<file path="config.mk">
export PLATFORM = sky130hd
export DESIGN_NAME = rxbuf_word_writer
export DESIGN_NICKNAME = d
export VERILOG_FILES = /design/src/rtl/rxw_pkg.sv /design/src/rtl/rxw_lane_packer.sv /design/src/rtl/rxw_seg_ctrl.sv /design/src/rtl/rxbuf_word_writer.sv
export SDC_FILE = /design/constraint.sdc
export NUM_CORES = 1
export LEC_CHECK = 0
export BUFFER_PORTS_ARGS = -buffer_cell sky130_fd_sc_hd__buf_4
export CELL_PAD_IN_SITES_DETAIL_PLACEMENT = 1
export CELL_PAD_IN_SITES_GLOBAL_PLACEMENT = 2
export CORE_MARGIN = 5
export CORE_UTILIZATION = 25
export DETAILED_ROUTE_END_ITERATION = 16
export PLACE_DENSITY = 0.66
export SLEW_MARGIN = 20
export SYNTH_ARGS = -nofsm -noshare
export SYNTH_HDL_FRONTEND = slang
export SYNTH_SLANG_ARGS = --single-unit
export TNS_END_PERCENT = 100
</file>
<file path="constraint.sdc">
create_clock -name clk -period 2.84 [get_ports clk]
set_input_delay 0 -clock clk [delete_from_list [all_inputs] [get_ports clk]]
set_output_delay 0 -clock clk [all_outputs]
set_load 0.02 [all_outputs]
</file>
<file path="src/rtl/rxw_pkg.sv">
// Package: shared state encoding and status word layout for the receive
// buffer word writer. Assumes a 32-bit status word.
package rxw_pkg;
    typedef enum logic [1:0] {
        ST_DESC  = 2'd0,
        ST_FILL  = 2'd1,
        ST_WRITE = 2'd2,
        ST_STAT  = 2'd3
    } wr_state_t;

    localparam int STATUS_W    = 32;
    localparam int BIT_LAST    = 0;
    localparam int BIT_FIRST   = 1;
    localparam int LEN_LSB     = 16;
endpackage

</file>
<file path="src/rtl/rxw_lane_packer.sv">
// Lane packer: collects bytes into one bus word at the lane the controller
// selects, and records which lanes hold real data. Assumes the controller
// clears the word before each new word and never selects a lane twice.
module rxw_lane_packer #(
    parameter int BYTES  = 8,
    localparam int LANE_W = $clog2(BYTES),
    localparam int DATA_W = BYTES * 8
) (
    input  logic              clk,
    input  logic              rst_n,
    input  logic              clear,
    input  logic              put,
    input  logic [LANE_W-1:0] lane,
    input  logic [7:0]        din,
    output logic [DATA_W-1:0] data,
    output logic [BYTES-1:0]  be
);
    // Per-lane storage; filler lanes stay zero.
    for (genvar g = 0; g < BYTES; g++) begin : g_lane
        always_ff @(posedge clk) begin
            if (!rst_n || clear) begin
                data[g*8 +: 8] <= '0;
                be[g]          <= 1'b0;
            end else if (put && lane == LANE_W'(g)) begin
                data[g*8 +: 8] <= din;
                be[g]          <= 1'b1;
            end
        end
    end

    // a lane never receives two bytes within one word
    a_r10_lane_once: assert property (@(posedge clk) disable iff (!rst_n)
        (put && !clear) |-> !be[lane]);
endmodule

</file>
<file path="src/rtl/rxw_seg_ctrl.sv">
// Segment controller: takes descriptors, tracks lane, usable space and frame
// length, sequences word writes and emits one status per closed buffer.
// Assumes desc_size is larger than the start offset of desc_addr.
module rxw_seg_ctrl
    import rxw_pkg::*;
#(
    parameter int ADDR_W = 32,
    parameter int SIZE_W = 14,
    parameter int LEN_W  = 14,
    parameter int BYTES  = 8,
    localparam int LANE_W = $clog2(BYTES)
) (
    input  logic              clk,
    input  logic              rst_n,
    input  logic              desc_valid,
    output logic              desc_ready,
    input  logic [ADDR_W-1:0] desc_addr,
    input  logic [SIZE_W-1:0] desc_size,
    input  logic              in_valid,
    input  logic              in_last,
    output logic              in_ready,
    output logic              wr_valid,
    input  logic              wr_ready,
    output logic [ADDR_W-1:0] wr_addr,
    output logic              word_clear,
    output logic              byte_put,
    output logic [LANE_W-1:0] lane,
    output logic              st_valid,
    output logic              st_first,
    output logic              st_last,
    output logic [LEN_W-1:0]  st_len
);
    wr_state_t         state_q;
    logic [ADDR_W-1:0] word_addr_q;
    logic [LANE_W-1:0] lane_q;
    logic [SIZE_W-1:0] space_q;
    logic [LEN_W-1:0]  len_q;
    logic              first_q;
    logic              last_q;
    logic              desc_take;
    logic              wr_take;
    logic              close_buf;

    // Handshake decode from the current state.
    always_comb begin
        desc_ready = (state_q == ST_DESC);
        in_ready   = (state_q == ST_FILL);
        wr_valid   = (state_q == ST_WRITE);
        st_valid   = (state_q == ST_STAT);
        desc_take  = desc_ready && desc_valid;
        byte_put   = in_ready && in_valid;
        wr_take    = wr_valid && wr_ready;
        close_buf  = last_q || (space_q == '0);
        word_clear = desc_take || (wr_take && !close_buf);
    end

    assign wr_addr  = word_addr_q;
    assign lane     = lane_q;
    assign st_first = first_q;
    assign st_last  = last_q;
    assign st_len   = last_q ? len_q : '0;

    // Main sequencer: descriptor intake, byte fill, word write, status.
    always_ff @(posedge clk) begin
        if (!rst_n) begin
            state_q     <= ST_DESC;
            word_addr_q <= '0;
            lane_q      <= '0;
            space_q     <= '0;
            len_q       <= '0;
            first_q     <= 1'b1;
            last_q      <= 1'b0;
        end else begin
            unique case (state_q)
                ST_DESC: if (desc_take) begin
                    word_addr_q <= {desc_addr[ADDR_W-1:LANE_W], {LANE_W{1'b0}}};
                    lane_q      <= desc_addr[LANE_W-1:0];
                    space_q     <= desc_size - SIZE_W'(desc_addr[LANE_W-1:0]);
                    state_q     <= ST_FILL;
                end
                ST_FILL: if (byte_put) begin
                    space_q <= space_q - 1'b1;
                    len_q   <= len_q + 1'b1;
                    if (in_last) last_q <= 1'b1;
                    if (lane_q == LANE_W'(BYTES - 1) || space_q == SIZE_W'(1) || in_last)
                        state_q <= ST_WRITE;
                    else
                        lane_q <= lane_q + 1'b1;
                end
                ST_WRITE: if (wr_take) begin
                    if (close_buf) begin
                        state_q <= ST_STAT;
                    end else begin
                        word_addr_q <= word_addr_q + ADDR_W'(BYTES);
                        lane_q      <= '0;
                        state_q     <= ST_FILL;
                    end
                end
                ST_STAT: begin
                    state_q <= ST_DESC;
                    if (last_q) begin
                        first_q <= 1'b1;
                        last_q  <= 1'b0;
                        len_q   <= '0;
                    end else begin
                        first_q <= 1'b0;
                    end
                end
                default: state_q <= ST_DESC;
            endcase
        end
    end

    // write addresses are word aligned
    a_r2_aligned: assert property (@(posedge clk) disable iff (!rst_n)
        wr_valid |-> (wr_addr[LANE_W-1:0] == '0));
    // a stalled write keeps its address and stays pending
    a_r9_hold_addr: assert property (@(posedge clk) disable iff (!rst_n)
        (wr_valid && !wr_ready) |=> (wr_valid && $stable(wr_addr)));
    // no byte is taken once the usable space is exhausted
    a_r5_space: assert property (@(posedge clk) disable iff (!rst_n)
        in_ready |-> (space_q != '0));
    // a non-last status only follows a full buffer
    a_r7_full_close: assert property (@(posedge clk) disable iff (!rst_n)
        (st_valid && !st_last) |-> (space_q == '0));
    // a last status carries a nonzero length
    a_r8_len: assert property (@(posedge clk) disable iff (!rst_n)
        (st_valid && st_last) |-> (st_len != '0));
endmodule

</file>
<file path="src/rtl/rxbuf_word_writer.sv">
// Receive buffer word writer top: joins the segment controller and lane
// packer, and formats the status word. Assumes one frame at a time on the
// byte stream and a descriptor size larger than its start offset.
module rxbuf_word_writer
    import rxw_pkg::*;
#(
    parameter int ADDR_W = 32,
    parameter int SIZE_W = 14,
    parameter int LEN_W  = 14,
    parameter int BYTES  = 8,
    localparam int LANE_W = $clog2(BYTES),
    localparam int DATA_W = BYTES * 8
) (
    input  logic                clk,
    input  logic                rst_n,
    input  logic                desc_valid,
    output logic                desc_ready,
    input  logic [ADDR_W-1:0]   desc_addr,
    input  logic [SIZE_W-1:0]   desc_size,
    input  logic                in_valid,
    output logic                in_ready,
    input  logic [7:0]          in_data,
    input  logic                in_last,
    output logic                wr_valid,
    input  logic                wr_ready,
    output logic [ADDR_W-1:0]   wr_addr,
    output logic [DATA_W-1:0]   wr_data,
    output logic [BYTES-1:0]    wr_be,
    output logic                st_valid,
    output logic [STATUS_W-1:0] st_word
);
    logic              word_clear;
    logic              byte_put;
    logic [LANE_W-1:0] lane;
    logic              st_first;
    logic              st_last;
    logic [LEN_W-1:0]  st_len;

    rxw_seg_ctrl #(
        .ADDR_W (ADDR_W),
        .SIZE_W (SIZE_W),
        .LEN_W  (LEN_W),
        .BYTES  (BYTES)
    ) u_ctrl (
        .clk        (clk),
        .rst_n      (rst_n),
        .desc_valid (desc_valid),
        .desc_ready (desc_ready),
        .desc_addr  (desc_addr),
        .desc_size  (desc_size),
        .in_valid   (in_valid),
        .in_last    (in_last),
        .in_ready   (in_ready),
        .wr_valid   (wr_valid),
        .wr_ready   (wr_ready),
        .wr_addr    (wr_addr),
        .word_clear (word_clear),
        .byte_put   (byte_put),
        .lane       (lane),
        .st_valid   (st_valid),
        .st_first   (st_first),
        .st_last    (st_last),
        .st_len     (st_len)
    );

    rxw_lane_packer #(
        .BYTES (BYTES)
    ) u_pack (
        .clk   (clk),
        .rst_n (rst_n),
        .clear (word_clear),
        .put   (byte_put),
        .lane  (lane),
        .din   (in_data),
        .data  (wr_data),
        .be    (wr_be)
    );

    // Status word assembly: flags in the low bits, length in the upper field.
    always_comb begin
        st_word                       = '0;
        st_word[BIT_LAST]             = st_last;
        st_word[BIT_FIRST]            = st_first;
        st_word[LEN_LSB +: LEN_W]     = st_len;
    end

    // every write enables at least one lane
    a_r3_be_nonzero: assert property (@(posedge clk) disable iff (!rst_n)
        wr_valid |-> (wr_be != '0));
    // data and enables stay stable while the write is stalled
    a_r9_hold_data: assert property (@(posedge clk) disable iff (!rst_n)
        (wr_valid && !wr_ready) |=> ($stable(wr_data) && $stable(wr_be)));
    // no byte intake while a write is pending
    a_r9_no_intake: assert property (@(posedge clk) disable iff (!rst_n)
        wr_valid |-> !in_ready);
endmodule

</file>
# Word level (Yosys, flattened, before mapping)
# Cells that the tools add are included.
[totals]
word_cells = 106
input_bits = 60
output_inout_bits = 140
register_bits = 139
[classes]
n_mux = 27
eq_ne = 19
reduce_logical = 32
addsub = 5
[ops]
columns = ["cell", "n"]
rows = [
  ["$mux W32", 3],
  ["$mux W14", 5],
  ["$pmux W32 S2", 1],
  ["$pmux W14 S2", 2],
  ["$add A32 B4 Y32 const B", 1],
  ["$mux W3", 5],
  ["$add A14 B1 Y14 const B", 1],
  ["$eq A14 B1 Y1 const B", 1],
  ["$logic_not A14 Y1", 1],
  ["$sub A14 B1 Y14 const B", 1],
  ["$sub A14 B3 Y14", 1],
  ["$eq A3 B3 Y1 const B", 4],
  ["$logic_and A1 B1 Y1", 12],
  ["$ne A2 B1 Y1 const B", 6],
  ["$mux W2", 5],
  ["$pmux W3 S3", 1],
  ["$reduce_and A3 Y1", 3],
  ["$pmux W2 S4", 1],
  ["$reduce_and A4 Y1", 2],
  ["$eq A3 B2 Y1 const B", 2],
  ["$reduce_and A6 Y1", 1],
  ["$reduce_bool A2 Y1", 3],
  ["$logic_or A1 B1 Y1", 5],
  ["$eq A2 B2 Y1 const B", 2],
  ["other kinds (10)", 14],
]

# Depth between registers and ports, before layout
[depth]
word_depth = 6
depth_mapped = 10
ltp_nobuf = 8

# Hierarchy
# A second synthesis with hierarchy kept.
[hier_totals]
cells_unflattened = 867
area_unflattened_um2 = 7425.9
[by_module_without_submodules]
columns = ["mod", "area_each_um2", "seq_area_each_um2", "cells_each", "n_inst"]
rows = [
  ["rxw_seg_ctrl", 4352.9, 1281.2, 585, 1],
  ["rxw_lane_packer", 2934.1, 1441.4, 263, 1],
  ["rxbuf_word_writer", 138.9, 0.0, 19, 1],
]

# Least setup slack after synthesis
# No wires, ideal clock.
[synth_timing]
kind = "reg-to-reg"
startpoint = "register u_ctrl.state_q[0]"
endpoint = "register u_ctrl.word_addr_q[28], in the netlist u_ctrl.wr_addr[28]"
t_arrival_ps = 2288
path_buffers = 1
t_required_ps = 2720
slack_ps = 432
setup_ps = 120
synth_period_minus_slack_ps = 2408
path_stages_with_launch = 9
path_cell_list = "dfxtp_1 > inv_1 > ha_1 > buf_4 > nor2b_1 > a2111o_1 > a41oi_2 > mux2_2 > o31a_1"
[synth_via]
elab_chain_cells = 4
word_cells_on_any_way = 10
classes_between = "4 x eq/ne; 1 x mux; 5 x reduce/logical"
[synth_rtl]
columns = ["element", "line", "rtl"]
rows = [
  ["start, declared", "rxw_seg_ctrl.sv:33", "wr_state_t state_q;"],
  ["start signal, assigned", "rxw_seg_ctrl.sv:66", "state_q <= ST_DESC;"],
  ["start signal, assigned", "rxw_seg_ctrl.sv:79", "state_q <= ST_FILL;"],
  ["start signal, assigned", "rxw_seg_ctrl.sv:86", "state_q <= ST_WRITE;"],
  ["$eq A2 B2 Y1 *", "rxw_seg_ctrl.sv:48", "wr_valid = (state_q == ST_WRITE);"],
  ["via wr_valid", "rxbuf_word_writer.sv:24", "output logic wr_valid,"],
  ["$logic_and A1 B1 Y1", "rxw_seg_ctrl.sv:52", "wr_take = wr_valid && wr_ready;"],
  ["$ne A2 B1 Y1 (no source line)", "-", ""],
  ["$reduce_and A4 Y1 (no source line)", "-", ""],
  ["end signal, assigned", "rxw_seg_ctrl.sv:76", "word_addr_q <= {desc_addr[ADDR_W-1:LANE_W], {LANE_W{1'b0}}};"],
  ["end signal, assigned", "rxw_seg_ctrl.sv:94", "word_addr_q <= word_addr_q + ADDR_W'(BYTES);"],
  ["end, declared", "rxw_seg_ctrl.sv:34", "logic [ADDR_W-1:0] word_addr_q;"],
]
# Mark *: on every way through the listed nets, which the timed path passes. The rest lies on a longest branch.
# A chain may end at the register's enable or synchronous reset.

# Final worst setup path
[layout_timing]
startpoint = "register u_ctrl.state_q[1]"
endpoint = "register u_ctrl.word_addr_q[25], in the netlist u_ctrl.wr_addr[25]"
[layout_via]
elab_chain_cells = 4
word_cells_on_any_way = 10
classes_between = "4 x eq/ne; 1 x mux; 5 x reduce/logical"
[layout_rtl]
columns = ["element", "line"]
rows = [
  ["$eq A2 B2 Y1 or $logic_not A2 Y1 (tied branches)", "rxw_seg_ctrl.sv:48, rxw_seg_ctrl.sv:74, rxw_seg_ctrl.sv:46"],
  ["$logic_and A1 B1 Y1, on equally long branches", "rxw_seg_ctrl.sv:52, rxw_seg_ctrl.sv:50"],
  ["$ne A2 B1 Y1 (no source line)", "-"],
  ["$reduce_and A4 Y1 (no source line)", "-"],
]
# Several ways; a longest one is shown, not always the timed one.

==> run_results.csv <==
group,metric,value,unit
outcome,outcome,"completed",
synth,yosys_warnings,0,
cts,clkSlewWorstSetupHoldPaths,0.07,ns
setup_path,worst_ep_arrival_time,2.91,ns
cts,cts.repair.resized,0,
synth,syn_inst,918,
setup_path,crit_path_start_kind,"flop",
pwr,leakage,3.802,nW
sta,final_max_slew_viol_count,0,
setup_path,startpoint,"u_ctrl.state_q[1]",
setup_path,cp_slowest_cell,"or4_1",
route,vias,7199,
placement,detailed_place_hpwl,19.07,mm
cts,tritoncts,"built",
floorplan,row_count,61,
cts,cts_hold_buffers,36,
cells_and_area,nets,1199,
sta,rsz0062_at_grt,"false",
cts,clk_latency,0.43,ns
route,routedWlPerCell,17.21,um
cells_and_area,fill_cells,3405,
sta,setup_slack,0.2720,ns
synth,synth_top_area_share,0.3877,
synth,synthTopCellsByArea,"dfxtp_1 (39%), nand2_1 (9.7%), a21oi_1 (8.2%)",
global_routing,track_usage,0.1624,
synth,synthMuxAreaShare,0.007483,
sta,fin_crit_sh,0.9042,
cells_and_area,final_cells,1511,
floorplan,dieHeight,177.6,um
global_routing,use_met2,0.2621,
cts,clock-root-buffer,"clkbuf_16",
synth,ys.flop_type,"dfxtp_1",
sta,finalSetupViolCount,0,
placement,dp.cells,1443,
job,cap_viol_max_count,0,
min_path,hold_path.class,"primary input to flop",
synth,synth_top_family_by_area,"simple AND/OR/NAND/NOR gates",
synth,yosysUniqueCellTypes,66,
pwr,total_power,8.476,mW
synth,synth.ff_latch_count,136,
sta,hold_ws,0.004856,ns
cells_and_area,seq_area,2723,sq um
setup_path,cp_max_fo,11,
floorplan,core-area,27780,sq um
cells_and_area,drive_above_1_share,0.2242,
floorplan,die-width,177.6,um
synth,yosysSeqAreaShare,0.3877,
global_routing,grt_pass1_vias,7188,
sta,skew,0.01360,ns
synth,synthArstFlopShare,0,
route,drtPass1Iterations,4,
global_routing,grt_pass1_wl,40.67,mm
floorplan,io_pins,200,
sta,final-hold-violation-count,0,
synth,yosys.area.top_type,"dfxtp_1",
global_routing,grt.overflow.total,0,
route,first_iter_violations,292,
route,drc,0,
cts,clk_path_buf_depth,2,
global_routing,grt_util_met1,0.2262,
min_path,hold_start,"desc_addr[16]",
sta,post-route-min-period,2.568,ns
floorplan,die_area,31540,sq um
synth,synth_compound_area_frac,0.2031,
cts,numCtsBuffers,17,
route,postRouteAntennaNets,0,
cells_and_area,multiInputGateArea,3916,sq um
cells_and_area,area_delta_synth_final,38.86,%
global_routing,grt_max_degree,40,
sta,tns,0,ns
pwr,power_density,869.1,nW/um^2
synth,yosys.area_share.simple,0.2813,
floorplan,start_util,0.2528,
cts,postCtsSetupBuffers,0,
synth,synth-xor-area-share,0.01871,
synth,syn_area_per_cell,7.650,sq um
setup_path,cp.required,3.18,ns
synth,synthAdderAreaFrac,0.03492,
setup_path,r2r-start,"u_ctrl.state_q[1]",
placement,port_buffers,180,
pwr,ir_drop,0.4386,mV
global_routing,gr-usage-met3,0.03238,
route,routed_via_density,4.764,
setup_path,worstSetupEndpointType,"flop",
sta,fmax,389.4,MHz
placement,place_ws,0.2987,ns
setup_path,crit_chain,"inv_1 > ha_1 > nor2b_4 > a2111o_1 > a41o_1 > or4_1 > a31oi_1",
synth,netlist_area,7023,sq um
setup_path,critPathKind,"flop to flop",
setup_path,crit_path_max_incr_delay,0.51,ns
route,wl,26.01,mm
global_routing,antenna_found_initial,0,
cts,ctsHtreeMaxLevel,4,
placement,gp_congestion,0.7601,
synth,synth_edf_count,0,
sta,worstMarginPinSlew,0.7598,ns
cts,numClockSinks,136,
cells_and_area,antenna_cells,0,
sta,slew_headroom,0.4916,
global_routing,busiest_layer,"met2",
kinds of logic after synthesis:
family,Yosys count
AOI/OAI and AO/OA,234
xor gates and xnor gates,15
adders and majority gates,19
buffers and inverters,99
DFF,136
muxes,5
other,1
and+or+nand+nor,409
cells in the final DEF (no fill, tap or decap), drive strengths merged, types with 19 or more instances in the layout:
cell type,count
and2,21
nor2,61
a21oi,115
nand3,33
nand2,181
dfxtp,136
conb,19
o21ai,35
nand4,22
dlygate4sd3,36
buf,204
inv,34
final timing paths:
path	cells past startpoint	slack [ns]	end
max reg2reg	7	0.27	u_ctrl.wr_addr[25]
max	7	0.27	u_ctrl.wr_addr[25]
min reg2reg	2	0.46	u_pack.data[34]
min	4	0.005	u_ctrl.wr_addr[16]
critical path: cells and delay by family (launching register included):
kind            cells  cell delay (ns)
compound gates      3             0.98
flops               1             0.43
fa+ha+maj           1             0.29
simple gates        2             0.69
buf+inv             1             0.09
layer usage:
layer,vias up,wire length [um]
met5,-,0
met2,152,12000
met1,3433,12580
li1,3602,-
met4,0,176
met3,12,1255
metrics by stage:
| step | instance area (sq um) | utilization |
|---|---|---|
| 5_1_grt | 9752 | 0.3510 |
| 6_report | 9752 | 0.3510 |
| 4_1_cts | 9752 | 0.3510 |
| 2_1_floorplan | 7091 | - |
| 3_3_place_gp | 8771 | 0.3157 |
| 3_5_place_dp | 8771 | 0.3157 |
cell usage after synthesis, types with 6 or more instances:
cell type,number
ha_1,18
o31a_1,8
nor4_1,13
o22ai_1,10
xnor2_1,8
buf_1,13
nand4_1,22
a31oi_1,13
or3_1,9
and3_1,9
dfxtp_1,136
xor2_1,7
and2_1,21
nor2b_1,11
nand3_1,33
nor3_1,17
o21ai_0,32
buf_4,23
buf_2,6
a21oi_1,115
inv_1,23
nand2_1,181
nor2_1,61
clkbuf_1,33
area by class of cell:
cell class | count | area share
timing repair buffer | 240 | 0.1978
clock inverter | 15 | 0.02002
sequential | 136 | 0.2792
clock buffer | 17 | 0.04362
tap | 378 | 0.04850
multi-input combinational | 701 | 0.4016
inverter | 24 | 0.009238
power by group:
part | internal (mW) | leakage (nW) | total (mW) | switching, mW
sequential | 2.23 | 1.10 | 2.69 | 0.453
combinational | 1.35 | 2.39 | 3.41 | 2.06
clock | 1.35 | 0.304 | 2.38 | 1.03
total | 4.94 | 3.80 | 8.48 | 3.54
flip-flops by register name (all words and copies together), names as in the netlist:
name	flops
u_pack.data	64
u_ctrl.space_q	14
u_ctrl.state_q	2
u_ctrl.st_last	1
u_ctrl.lane	3
u_ctrl.wr_addr	29
u_ctrl.st_first	1
u_pack.be	8
u_ctrl.len_q	14
(Power assumes the default switching activity.)
